### config.mk
export PLATFORM = sky130hd
export DESIGN_NAME = ext_busy_meter
export DESIGN_NICKNAME = d
export VERILOG_FILES = /design/src/rtl/ext_busy_meter.sv
export SDC_FILE = /design/constraint.sdc
export NUM_CORES = 1
export LEC_CHECK = 0
export BUFFER_PORTS_ARGS = -buffer_cell sky130_fd_sc_hd__buf_2
export CELL_PAD_IN_SITES_DETAIL_PLACEMENT = 0
export CELL_PAD_IN_SITES_GLOBAL_PLACEMENT = 2
export CORE_ASPECT_RATIO = 2
export CORE_UTILIZATION = 38
export CTS_CLUSTER_DIAMETER = 150
export DETAILED_ROUTE_END_ITERATION = 16
export PLACE_DENSITY = 0.92
export SLEW_MARGIN = 20
export SYNTH_ARGS = -nofsm -noshare
export SYNTH_HDL_FRONTEND = slang
export SYNTH_SLANG_ARGS = --single-unit
### constraint.sdc
create_clock -name clk -period 7.5 [get_ports clk]
set_clock_uncertainty 0.15 [all_clocks]
set_input_delay 0.75 -clock clk [delete_from_list [all_inputs] [get_ports clk]]
set_output_delay 0.75 -clock clk [all_outputs]
set_load 0.005 [all_outputs]
### src/rtl/ext_busy_meter.sv
module ext_busy_meter #(
  parameter int CNT_W = 32,
  parameter int PCT_W = 7
) (
  input  logic             clk,
  input  logic             rst_n,
  input  logic             sample_req,
  input  logic [CNT_W-1:0] cycles_now,
  input  logic [CNT_W-1:0] ctl_busy_now,
  input  logic [CNT_W-1:0] ext_busy_now,
  output logic             busy,
  output logic             done,
  output logic [PCT_W-1:0] busy_pct
);
  localparam int NUM_W  = CNT_W + PCT_W;
  localparam int STEP_W = $clog2(NUM_W + 1);
  localparam logic [PCT_W-1:0] FULL = PCT_W'(100);

  logic [CNT_W-1:0] snap_cyc, snap_ctl, snap_ext;
  logic [CNT_W-1:0] d_cyc, d_ctl, d_ext, ctl_clear;
  logic [NUM_W-1:0] numer;
  logic             accept, no_history;

  logic [NUM_W-1:0]  dvd, quo, quo_nx;
  logic [CNT_W-1:0]  dvs, rem;
  logic [CNT_W:0]    rem_sh, rem_nx;
  logic              fits;
  logic [STEP_W-1:0] step;

  assign accept     = sample_req & ~busy;
  assign d_cyc      = cycles_now - snap_cyc;
  assign d_ctl      = ctl_busy_now - snap_ctl;
  assign d_ext      = ext_busy_now - snap_ext;
  assign no_history = (snap_cyc == '0) || (snap_cyc > cycles_now);
  assign ctl_clear  = (d_cyc > d_ctl) ? (d_cyc - d_ctl) : '0;
  assign numer      = NUM_W'(d_ext) * NUM_W'(100);

  assign rem_sh = {rem, dvd[NUM_W-1]};
  assign fits   = rem_sh >= {1'b0, dvs};
  assign rem_nx = fits ? (rem_sh - {1'b0, dvs}) : rem_sh;
  assign quo_nx = {quo[NUM_W-2:0], fits};

  function automatic logic [PCT_W-1:0] clamp(input logic [NUM_W-1:0] q);
    return (q > NUM_W'(100)) ? FULL : q[PCT_W-1:0];
  endfunction

  always_ff @(posedge clk) begin
    if (!rst_n) begin
      snap_cyc <= '0;
      snap_ctl <= '0;
      snap_ext <= '0;
      busy     <= 1'b0;
      done     <= 1'b0;
      busy_pct <= '0;
      dvd      <= '0;
      dvs      <= '0;
      rem      <= '0;
      quo      <= '0;
      step     <= '0;
    end else begin
      done <= 1'b0;
      if (accept) begin
        snap_cyc <= cycles_now;
        snap_ctl <= ctl_busy_now;
        snap_ext <= ext_busy_now;
        if (no_history) begin
          busy_pct <= '0;
          done     <= 1'b1;
        end else if (ctl_clear == '0) begin
          busy_pct <= FULL;
          done     <= 1'b1;
        end else begin
          busy <= 1'b1;
          dvd  <= numer;
          dvs  <= ctl_clear;
          rem  <= '0;
          quo  <= '0;
          step <= '0;
        end
      end else if (busy) begin
        dvd  <= dvd << 1;
        rem  <= rem_nx[CNT_W-1:0];
        quo  <= quo_nx;
        step <= step + 1'b1;
        if (step == STEP_W'(NUM_W - 1)) begin
          busy     <= 1'b0;
          done     <= 1'b1;
          busy_pct <= clamp(quo_nx);
        end
      end
    end
  end
endmodule

== Word-level counts from Yosys, hierarchy flattened ==
Index checks and enable logic that the tools add are counted.
Operators by class
  reductions and logical operators: 9
  bitwise gates (word level): 4
  equal/unequal tests: 4
  add/subtract/negate cells: 6
  magnitude comparators: 4
  multiplexer cells: 34
  multiply operators: 1
Operator list (count)
  $mux 32: 6
  $sub 32x32->32: 5
  $mux 39: 4
  $mux 38: 4
  $gt 32x32->1: 2
  $logic_not 32->1: 2
  $mux 7: 6
  $gt 39x7->1 const B: 1
  $mul 32x5->37 const B: 1
  $ge 33x32->1: 1
  $mux 6: 4
  $mux 1: 10
  $reduce_and 3->1: 3
  $add 6x1->6 const B: 1
  $eq 6x6->1 const B: 1
  $ne 2x2->1 const B: 2
  $reduce_bool 2->1: 2
  $ne 3x1->1 const B: 1
  $not 1->1: 3
  $reduce_and 2->1: 1
  $and 1x1->1: 1
  $logic_or 1x1->1: 1
Word-level totals
  input port bits: 99
  bits in registers: 252

== Longest topological paths before layout ==
  depth after elaboration: 7
  depth in mapped cells: 32
  gate-level depth less buffers: 32

== Worst setup path after synthesis ==
OpenSTA, ideal clock, no wires.
  path type: input port to flip-flop
  from: input port ext_busy_now[0]
  to: register dvd[35]
  slack: 0.628 ns
  arrival time: 6.664 ns
  setup time: 0.057 ns
  buffers on the path: 0
  stages: 31
  cell sequence: inv_1 ha_1 inv_1 fa_1 a21o_1 a211oi_1 o21ai_0 a31oi_1 o21bai_1 a21o_1 a21o_1 a21o_1 a21o_1 xor2_1 ha_1 ha_1 inv_1 fa_1 inv_1 ha_1 o21ai_0 nand2b_1 and4_1 a211oi_1 o21ai_0 a221o_1 a211oi_1 o21bai_1 xnor2_1 a221oi_1 a21o_1
Between the ends
  word-level cells in the longest chain between the ends: 5
RTL lines
  start: declaration: line 10  | input logic [CNT_W-1:0] ext_busy_now,
  $sub 32x32->32: line 33  | assign d_ext = ext_busy_now - snap_ext;
  $mul 32x5->37: line 36  | assign numer = NUM_W'(d_ext) * NUM_W'(100);
  $mux 39: line 69  | end else if (ctl_clear == '0) begin
  $mux 39: line 66  | if (no_history) begin
  $mux 39: line 62  | if (accept) begin
  end signal: assignment: line 74  | dvd <= numer;
  end signal: assignment: line 81  | dvd <= dvd << 1;
  end: declaration: line 24  | logic [NUM_W-1:0] dvd, quo, quo_nx;
No other way between the ends. The select of a mux whose other input is x is not followed.
A chain may end at the register's enable or synchronous reset.

== Worst setup path in the final report ==
  from: register snap_ext[11]
  to: register dvd[35]
Between the ends
  word-level cells in the longest chain between the ends: 5
RTL lines
  start: declaration: line 19  | logic [CNT_W-1:0] snap_cyc, snap_ctl, snap_ext;
  start signal: assignment: line 65  | snap_ext <= ext_busy_now;
  $sub 32x32->32: line 33
  $mul 32x5->37: line 36
  $mux 39: line 69
  $mux 39: line 66
  $mux 39: line 62
No other way between the ends. The select of a mux whose other input is x is not followed.

==> qor.yml <==
ys_ff_latch: 250
dieArea_mm2: 0.0573
io_buffers: 107
clock_path_buffers: 3
maxCapViolations: 0
crit_top_cell: "ha_1"
max_stage_delay_ns: 0.52
clk_pin_slew_ns: 0.08
drive_above_1_share_pct: 8.78
routed_wirelength_um: 62600
gr-usage-all-layers_pct: 22.2
worst-path-max-fanout: 4
layout_commonest_cell: "nand2_1"
syn_area_mm2: 0.0214
synth_xor_area_share_pct: 6.59
core_mm2: 0.0554
initial_core_util_pct: 38.6
synth_top_family_by_area: "compound AO/OA/AOI/OAI gates"
hold_buffers: 0
die_w_um: 170
synth_cell_type_count: 85
start_kind: "register"
setup_slack_ns: 0.426
grt_pass1_wl_um: 102000
finish.utilization_pct: 43.1
drt-pass1-iter-count: 4
cts_max_level: 1
status: "finished clean"
cts_inserted_buffers: 27
muxShareOfSynthArea_pct: 3.85
fin_nets: 3262
avgSynthCellArea_um2: 7.69
synth-compound-area-share_pct: 22.1
root_buffer: "clkbuf_16"
final_cell_mix: "nand2_1, inv_1, a21oi_1"
clk_latency_ns: 0.60
grt_pass1_vias: 19846
cp_slowest_cell: "fa_1"
synth_edf_count: 0
min_period_ns: 7.07
synthCells: 2782
rsz0062_at_grt: "no"
synth_warnings: 0
crit_type: "reg -> reg"
synth_fa_ha_area_share_pct: 18.2
critPathArrivalTime_ns: 7.45
post-cts-setup-buffers: 0
fin_crit_sh_pct: 94.3
gp_congestion: 0.946
routed_via_density: 5.34
cts_tree: "done"
grt_max_degree: 87
synth_top_flop_cell: "dfxtp_1"
antenna_found_initial: 0
clkSinkCount: 250
gr-total-overflow: 0
cp-end-kind: "register"
synth-async-reset-ratio_pct: 0
die_y_um: 338
drt_iter0_drc: 780
fmax_mhz: 141
placed_cell_area_mm2: 0.0229
drv_slew: 0
final_area_mm2: 0.0239
setup_viol: 0
ioPinCount: 108
dp_hpwl_um: 50500
num_rows: 122
syn-num-nets: 3173
place_ws_ns: -0.205
final_antenna_net_count: 0
avgRoutedWirePerCell_um: 17.2
hold_ws_ns: 0.250
tightest_slew_ns: 1.04
dr_total_vias: 19413
cp.required_ns: 7.87
nFillCells: 5716
yosysSeqAreaShare_pct: 23.4
n_antenna_cell: 0
max-slew-margin-rel_pct: 29.8
hold_path_class: "in -> reg"
synthSimpleGateAreaFrac_pct: 18.0
drcViolationCount: 0
syn_to_final_growth_pct: 11.8
finalHoldViolCount: 0
cells in the mapped netlist, types with 25 or more instances:
library cell	count	area, um^2
dfxtp_1	250	5000
ha_1	260	3250
a22oi_1	47	353
inv_1	317	1190
nor3_1	45	225
nand4_1	25	156
a21oi_1	263	1320
mux2i_1	74	741
or3_1	25	156
nand2b_1	34	213
nand3_1	41	205
xnor2_1	107	937
fa_1	32	641
clkbuf_1	70	263
xor2_1	54	473
nor2_1	229	860
nand2_1	328	1230
a21o_1	87	653
nor2b_1	27	169
o21ai_0	116	581
metal layers:
metal | up-vias | share of wire, % | track usage [%]
li1 | 9803 | - | -
met1 | 9186 | 37 | 22.2
met2 | 293 | 54 | 43.5
met3 | 131 | 2.5 | 2.08
met4 | 0 | 6.5 | 13.4
met5 | - | 0 | 0
per-stage QoR:
| step | setup TNS, ns | std cells |
|---|---|---|
| 2_1_floorplan | 0 | 2782 |
| 3_3_place_gp | -0.338 | 3586 |
| 5_1_grt | 0 | 3636 |
| 4_1_cts | 0 | 3636 |
| 3_5_place_dp | -0.526 | 3586 |
| 6_report | 0 | 3636 |
logic make-up after synthesis:
family / count (synthesis)
compound gates: 735
flops: 250
fa+ha+maj: 292
simple gates: 843
mux: 81
xor+xnor: 161
buf+inv: 420
sequential cells by signal (all words and copies together), names as in the netlist:
signal	cells
busy	1
busy_pct	7
done	1
dvd	37
dvs	32
quo	38
rem	32
snap_ctl	32
snap_cyc	32
snap_ext	32
step	6
worst paths after layout:
kind,from,to,slack (ns),cells past startpoint
worst max-delay path,snap_ext[11]$_SDFFE_PN0P_,dvd[35]$_SDFFE_PN0P_,0.43,29
worst min-delay path,ctl_busy_now[0],snap_ctl[0]$_SDFFE_PN0P_,0.25,3
worst max register to register,snap_ext[11]$_SDFFE_PN0P_,dvd[35]$_SDFFE_PN0P_,0.43,29
worst min register to register,snap_ext[27]$_SDFFE_PN0P_,snap_ext[27]$_SDFFE_PN0P_,0.30,2
critical path, delay by kind of cell (launching register included):
family | cells | cell delay [ns]
AOI/OAI and AO/OA | 13 | 3.17
adders and majority gates | 5 | 1.61
and+or+nand+nor | 5 | 1.10
xor gates and xnor gates | 2 | 0.35
DFF | 1 | 0.32
buffers and inverters | 4 | 0.31
what timing repair did:
item                                    CTS  global route
hold endpoints to repair                  0             0
endpoints found under the setup margin    0             5
resized for setup                         0             3
area by class of cell:
cell class	count	area (um^2)	area share (%)
clock buffer	29	683	2.86
inverter	318	1200	5.01
clock inverter	21	329	1.38
multi-input combinational	2112	14800	61.7
sequential	250	5010	20.9
tap	744	931	3.89
timing repair buffer	162	998	4.18
Power is not shown: default switching activity piles up to over one toggle a cycle in this logic, so the estimate is an artifact.
